--- config.mk ---
export PLATFORM = sky130hd
export DESIGN_NAME = irq_moderator
export DESIGN_NICKNAME = d
export VERILOG_FILES = /design/src/rtl/irq_mod_pkg.sv /design/src/rtl/irq_delay_timer.sv /design/src/rtl/irq_throttle.sv /design/src/rtl/irq_moderator.sv
export SDC_FILE = /design/constraint.sdc
export NUM_CORES = 1
export LEC_CHECK = 0
export BUFFER_PORTS_ARGS = -buffer_cell sky130_fd_sc_hd__buf_2
export CORE_MARGIN = 10
export CORE_UTILIZATION = 59
export DETAILED_ROUTE_END_ITERATION = 10
export GPL_TIMING_DRIVEN = 0
export PLACE_DENSITY = 0.75
export RECOVER_POWER = 50
export SLEW_MARGIN = 15
export SYNTH_ARGS = -nofsm -noshare
export SYNTH_HDL_FRONTEND = slang
export SYNTH_HIERARCHICAL = 1
export SYNTH_SLANG_ARGS = --single-unit
--- constraint.sdc ---
create_clock -name clk -period 3.4 [get_ports clk]
set_input_delay 0 -clock clk [delete_from_list [all_inputs] [get_ports clk]]
set_output_delay 0 -clock clk [all_outputs]
set_load 0.1 [all_outputs]
--- src/rtl/irq_mod_pkg.sv ---
package irq_mod_pkg;
   // Delay timer slots; the index picks which descriptor engine is flushed
   typedef enum logic [1:0] {
      TMR_RX_PKT = 2'd0,
      TMR_RX_ABS = 2'd1,
      TMR_TX_PKT = 2'd2,
      TMR_TX_ABS = 2'd3
   } tmr_idx_e;

   localparam int NUM_TMR = 4;
endpackage

--- src/rtl/irq_delay_timer.sv ---
module irq_delay_timer #(
   parameter int W = 16
) (
   input  logic         clk,
   input  logic         rst_n,
   input  logic         cfg_we,
   input  logic [W-1:0] cfg_data,
   input  logic         start,
   output logic         expire
);
   logic [W-1:0] reload_q;
   logic [W-1:0] cnt_q;

   always_ff @(posedge clk) begin
      if (!rst_n) begin
         reload_q <= '0;
         cnt_q    <= '0;
         expire   <= 1'b0;
      end else begin
         expire <= 1'b0;
         if (cfg_we)
            reload_q <= cfg_data;
         if (start)
            cnt_q <= reload_q;
         else if (cnt_q != '0) begin
            cnt_q <= cnt_q - W'(1);
            if (cnt_q == W'(1))
               expire <= 1'b1;
         end
      end
   end
endmodule

--- src/rtl/irq_throttle.sv ---
module irq_throttle #(
   parameter int CW         = 16,
   parameter int UNIT_CYCLES = 205
) (
   input  logic          clk,
   input  logic          rst_n,
   input  logic          start,
   input  logic [CW-1:0] load_val,
   output logic          active,
   output logic          done
);
   localparam int PW = (UNIT_CYCLES > 1) ? $clog2(UNIT_CYCLES) : 1;
   localparam logic [PW-1:0] PRE_TOP = PW'(UNIT_CYCLES - 1);

   logic [CW-1:0] units_q;
   logic [PW-1:0] pre_q;

   assign active = (units_q != '0);
   assign done   = active && (units_q == CW'(1)) && (pre_q == '0);

   always_ff @(posedge clk) begin
      if (!rst_n) begin
         units_q <= '0;
         pre_q   <= '0;
      end else if (start) begin
         units_q <= load_val;
         pre_q   <= PRE_TOP;
      end else if (active) begin
         if (pre_q == '0) begin
            pre_q   <= PRE_TOP;
            units_q <= units_q - CW'(1);
         end else begin
            pre_q <= pre_q - PW'(1);
         end
      end
   end
endmodule

--- src/rtl/irq_moderator.sv ---
module irq_moderator #(
   parameter int N_CAUSE     = 8,
   parameter int RXT_BIT     = 7,
   parameter int TXDW_BIT    = 0,
   parameter int TMR_W       = 16,
   parameter int THR_W       = 16,
   parameter int UNIT_CYCLES = 205
) (
   input  logic               clk,
   input  logic               rst_n,
   input  logic [N_CAUSE-1:0] post_vec,
   input  logic               post_now,
   input  logic               txwb_done,
   input  logic               mask_we,
   input  logic [N_CAUSE-1:0] mask_wdata,
   input  logic               thr_we,
   input  logic [THR_W-1:0]   thr_wdata,
   input  logic               cause_rd,
   output logic [N_CAUSE-1:0] cause_q,
   input  logic [3:0]         tmr_cfg_we,
   input  logic [TMR_W-1:0]   tmr_cfg_data,
   input  logic [3:0]         tmr_start,
   output logic               rx_flush,
   output logic               tx_flush,
   output logic               irq
);
   import irq_mod_pkg::*;

   if (N_CAUSE < 2) begin : g_bad_n
      $error("N_CAUSE must be at least 2");
   end
   if (RXT_BIT >= N_CAUSE || TXDW_BIT >= N_CAUSE || RXT_BIT == TXDW_BIT) begin : g_bad_bits
      $error("RXT_BIT and TXDW_BIT must be distinct and below N_CAUSE");
   end
   if (UNIT_CYCLES < 1) begin : g_bad_unit
      $error("UNIT_CYCLES must be at least 1");
   end

   logic [NUM_TMR-1:0] tmr_exp;
   logic [N_CAUSE-1:0] mask_q;
   logic [THR_W-1:0]   thr_q;
   logic [N_CAUSE-1:0] post_all, imm_all, pend_n, eff_mask;
   logic               thr_active, thr_done, thr_start;
   logic               raise, hit_n;

   // Delay timers, one per slot
   for (genvar t = 0; t < NUM_TMR; t++) begin : g_tmr
      irq_delay_timer #(.W(TMR_W)) u_tmr (
         .clk     (clk),
         .rst_n   (rst_n),
         .cfg_we  (tmr_cfg_we[t]),
         .cfg_data(tmr_cfg_data),
         .start   (tmr_start[t]),
         .expire  (tmr_exp[t])
      );
   end

   assign rx_flush = tmr_exp[TMR_RX_PKT] | tmr_exp[TMR_RX_ABS];
   assign tx_flush = tmr_exp[TMR_TX_PKT] | tmr_exp[TMR_TX_ABS];

   irq_throttle #(.CW(THR_W), .UNIT_CYCLES(UNIT_CYCLES)) u_thr (
      .clk     (clk),
      .rst_n   (rst_n),
      .start   (thr_start),
      .load_val(thr_q),
      .active  (thr_active),
      .done    (thr_done)
   );

   // Merge the post sources; timer expiry posts bypass the throttle
   always_comb begin
      for (int i = 0; i < N_CAUSE; i++) begin
         post_all[i] = post_vec[i]
                     | ((i == TXDW_BIT) && (txwb_done || tx_flush))
                     | ((i == RXT_BIT) && rx_flush);
         imm_all[i]  = (post_now && post_vec[i])
                     | ((i == TXDW_BIT) && tx_flush)
                     | ((i == RXT_BIT) && rx_flush);
      end
   end

   assign eff_mask = mask_we ? mask_wdata : mask_q;
   assign pend_n   = (cause_rd ? '0 : cause_q) | post_all;
   assign hit_n    = |(pend_n & eff_mask);

   assign raise = (|(imm_all & eff_mask))
                | ((|(post_all & eff_mask)) && !thr_active)
                | (thr_done && hit_n)
                | (mask_we && hit_n);

   assign thr_start = raise && (!thr_active || thr_done) && (thr_q != '0);

   always_ff @(posedge clk) begin
      if (!rst_n) begin
         cause_q <= '0;
         mask_q  <= '0;
         thr_q   <= '0;
         irq     <= 1'b0;
      end else begin
         cause_q <= pend_n;
         if (mask_we)
            mask_q <= mask_wdata;
         if (thr_we)
            thr_q <= thr_wdata;
         if (raise)
            irq <= 1'b1;
         else if (cause_rd || (mask_we && !hit_n))
            irq <= 1'b0;
      end
   end
endmodule

==> metrics.txt <==
fraction of the yosys area taken by sequential cells a little over two fifths; cells after synthesis 986; cell type group with the largest total delay on the critical path simple AND/OR/NAND/NOR gates; setup slack after placement -611 ps; Rows 45; result of the run finished clean; count of port buffers added during placement 68; final weighted congestion in routability-driven placement 0.835; Commonest cells post-synth sky130_fd_sc_hd__dfxtp_1 (189), sky130_fd_sc_hd__mux2i_1 (90), sky130_fd_sc_hd__nor2_1 (86); core region area approximately 0.015 mm^2; top post-synthesis cells by area sky130_fd_sc_hd__dfxtp_1 (42%), sky130_fd_sc_hd__mux2i_1 (10%), sky130_fd_sc_hd__nor2b_1 (5.2%), sky130_fd_sc_hd__nor2_1 (3.6%), sky130_fd_sc_hd__o21ai_0 (3.2%); instance count on the critical path 18; Clk Tree Root Cell sky130_fd_sc_hd__clkbuf_16; number of max-cap violations 0; global-route wire length before repair around 37000 um; full die area 0.0206 mm^2; library cell with the largest summed area after synthesis sky130_fd_sc_hd__dfxtp_1; sort of element at the start of the critical path flip-flop; CTS tree yes; DRC viols 0; number of failing setup endpoints in the final timing report 0; portion of synthesized cell area occupied by the leading cell type 42.0%; maximum single-stage delay on the critical path around 370 ps; Main synth FF type sky130_fd_sc_hd__dfxtp_1; reg2reg path depth 18; Worst Max-Slew Pin Slew 1220 ps; Top cell by count, worst path sky130_fd_sc_hd__buf_6; Max Clock Skew ~12 ps; leak pwr 4.49 nW; gr ovfl total 0; worst vdd ir 479 uV; H-tree Lvls 4; chip width approximately 140 um; classification of the worst-slack hold path in -> reg; detailed placement HPWL ~15000 um; most frequent cell after synthesis sky130_fd_sc_hd__dfxtp_1; via count approximately 7.6k; average wire per cell in the routed design around 17 um; area growth from synthesis to final layout 20.8%; largest fanout on the critical path 12; count of distinct cell types in the synthesized netlist 74; deepest clock path buffer count 2; relative max-transition margin about a fifth; Chip Height around 140 um; I/O pin total 74; effective utilization at floorplan 59.7%; post-synthesis share of cell area spent on full adders, half adders and majority gates under 10%; class of the most critical setup path reg -> reg; Critical Path RT ~3800 ps; number of antenna violations at the first check in global routing 0; Tot GR Track Use between 20% and 30%; post-route insts no fill between 1k and 1.5k; count of endpoints failing hold in the final timing report 0; Synth Area per Inst roughly 9 um^2; Arr. time, crit path 3610 ps; number of flops mapped to enable cells by yosys 0; Power Dens Cells 725 mW/mm^2; yosys synthesis warning count 6; final critical path time including I/O delays and setup approximately 3200 ps; proportion of synthesized area in mux cells approximately 11%; critical hold path startpoint cause_rd; clock slew at reported path FFs 70 ps; number of nets in the layout 1220; Highest Clock Rate 308 MHz; nets in the synthesized netlist 1061; start of the worst register-to-register path u_thr/units_q[0]$_SDFFE_PN0P_; Diodes inserted 0; final count of pins violating max slew 0; number of violations reported at the end of detailed-routing iteration 0 448; cells traversed along the worst timing path inv_1, ha_1, nor3b_4, and4_1, buf_6, inv_4, buf_8, a21boi_1, o21ai_1, a22o_1, nor4_2, nor2_1, buf_6, nor2b_4, buf_6, nand3_1, or3_1, o211ai_1; vias per cell 5.62; combinational family with the most area after synthesis simple AND/OR/NAND/NOR gates; total number of clock tree sinks 189; category of the worst setup path capture point flip-flop; number of buffers and inverters on the critical path 6; total design power 0.00788 W; Filler cells 1125; number of synthesized register bits 189; first-pass iteration count of the detailed router 7; number of global-route vias before repair 7276; number of placed instances, taps included roughly 1.2k; post-synthesis instance area 0.00900 mm^2; maximum number of pins on one net before global-route repair 47; Worst Hold Margin 48.5 ps; final routed wirelength across all metal layers about 22000 um; Post-synth ARST share 0%; TritonCTS Buffers 17; count of nets left with antenna violations after detail routing 0; share of the synthesized netlist area taken by xor and xnor gates 3.89%; proportion of layout cells with a drive suffix above 1 between 10% and 20%; flop2flop setup slack 150 ps; post-route fraction of the period consumed by the critical path a little over nine tenths; clock insertion delay at the later pin of the skew report 430 ps; number of instances on the worst hold path 4; critical-path cell with the highest stage delay sky130_fd_sc_hd__dfxtp_4; synthesized-area fraction occupied by ao, oa, aoi and oai cells 12.9%; Worst Slack Setup Final ~150 ps; sink of the worst hold path irq$_SDFFE_PN0P_; area fraction in and, or, nand and nor cells after synthesis 24.9%; terminus of the critical flop-to-flop path u_thr/units_q[13]$_SDFFE_PN0P_
-- through the flow --
stage                     util [%]  instance area (um^2)  setup TNS (ps)
after global placement        63.5                  9580           -7340
after detailed placement      63.5                  9580           -7240
after CTS                     71.6                 10800               0
after floorplan                  -                  9000               0
final                         72.1                 10900               0
after global routing          72.1                 10900           -4.69
-- layout make-up --
| type | instances | area (um^2) | share of cell area, % |
|---|---|---|---|
| Tap cell | 188 | 235 | 2.16 |
| Clock inverter | 11 | 101 | 0.932 |
| Sequential cell | 189 | 3790 | 34.8 |
| Inverter | 28 | 110 | 1.01 |
| Clock buffer | 20 | 457 | 4.20 |
| Timing Repair Buffer | 140 | 1020 | 9.40 |
| Buffer | 44 | 264 | 2.43 |
| Multi-Input combinational cell | 725 | 4900 | 45.0 |
-- sequential cells by signal (all words and copies together), names as in the netlist --
name and flops:
irq 1, cause_q 8, g_tmr.u_tmr/expire 4, u_thr/units_q 16, g_tmr.u_tmr/cnt_q 64, u_thr/pre_q 8
g_tmr.u_tmr/reload_q 64, thr_q 16, mask_q 8
-- worst reg2reg max path: stages, from the launching register on --
cell and delay (ps):
sky130_fd_sc_hd__dfxtp_4 370, sky130_fd_sc_hd__inv_1 60, sky130_fd_sc_hd__ha_1 230, sky130_fd_sc_hd__nor3b_4 170, sky130_fd_sc_hd__and4_1 220, sky130_fd_sc_hd__buf_6 150
sky130_fd_sc_hd__inv_4 100, sky130_fd_sc_hd__buf_8 160, sky130_fd_sc_hd__a21boi_1 160, sky130_fd_sc_hd__o21ai_1 100, sky130_fd_sc_hd__a22o_1 260, sky130_fd_sc_hd__nor4_2 220
sky130_fd_sc_hd__nor2_1 80, sky130_fd_sc_hd__buf_6 150, sky130_fd_sc_hd__nor2b_4 130, sky130_fd_sc_hd__buf_6 130, sky130_fd_sc_hd__nand3_1 70, sky130_fd_sc_hd__or3_1 330
sky130_fd_sc_hd__o211ai_1 90
-- cell families after synthesis --
| group | after synthesis |
|---|---|
| AOI/OAI and AO/OA | 176 |
| xor gates and xnor gates | 40 |
| adders and majority gates | 12 |
| buffers and inverters | 72 |
| DFF | 189 |
| muxes | 96 |
| and+or+nand+nor | 401 |
-- placed cells by master, fill, tap and decap left out, drive strengths merged, types with 5 or more instances in the layout --
cell         count
nor3            21
o31ai           26
nor2b           75
inv             33
a31oi           10
or4             14
or3b             9
or3              8
nor2            86
buf             85
nand3           20
nand2           70
and2            24
dfxtp          189
nor4            20
o211ai           7
clkbuf          57
mux2             6
xnor2           24
a21boi          10
nor3b            8
o21ai           62
ha              12
xor2            16
or2              5
nand2b          11
mux2i           90
dlygate4sd3     62
a21oi           27
and3             6
nand4           15
-- power breakdown --
part	internal (W)	total [W]	switching [W]	leakage [nW]
registers	0.00252	0.00281	0.000298	1.56
clock network	0.000997	0.00190	0.000903	0.269
logic	0.00141	0.00317	0.00176	2.66
total	0.00492	0.00788	0.00296	4.49
-- metal layers --
layer / GRT usage, % / vias up / wire length [um]
li1: - / 3815 / -
met1: 27.7 / 3491 / 10100
met2: 36.3 / 219 / 10700
met3: 4.55 / 34 / 1290
met4: 7.79 / 0 / 407
met5: 0 / - / 0
-- how the worst max path moves through the flow --
stage	from	endpoint	slack, ps
floorplan	u_thr/units_q[0]$_SDFFE_PN0P_	u_thr/units_q[9]$_SDFFE_PN0P_	300
global placement	u_thr/units_q[0]$_SDFFE_PN0P_	u_thr/units_q[10]$_SDFFE_PN0P_	-620
detailed placement	u_thr/units_q[0]$_SDFFE_PN0P_	u_thr/units_q[10]$_SDFFE_PN0P_	-610
CTS	u_thr/units_q[0]$_SDFFE_PN0P_	u_thr/units_q[10]$_SDFFE_PN0P_	10
global route	u_thr/units_q[0]$_SDFFE_PN0P_	u_thr/units_q[9]$_SDFFE_PN0P_	-5
finish	u_thr/units_q[0]$_SDFFE_PN0P_	u_thr/units_q[13]$_SDFFE_PN0P_	150
-- repair_timing --
item	in CTS	in global routing
pin swaps	0	2
buffers inserted	2	8
cloned	0	0
hold endpoints to repair	112	0
setup endpoints to repair	22	22
resized for setup	11	15
hold buffers	62	0
Note: power is estimated with default switching activity, not from simulation.
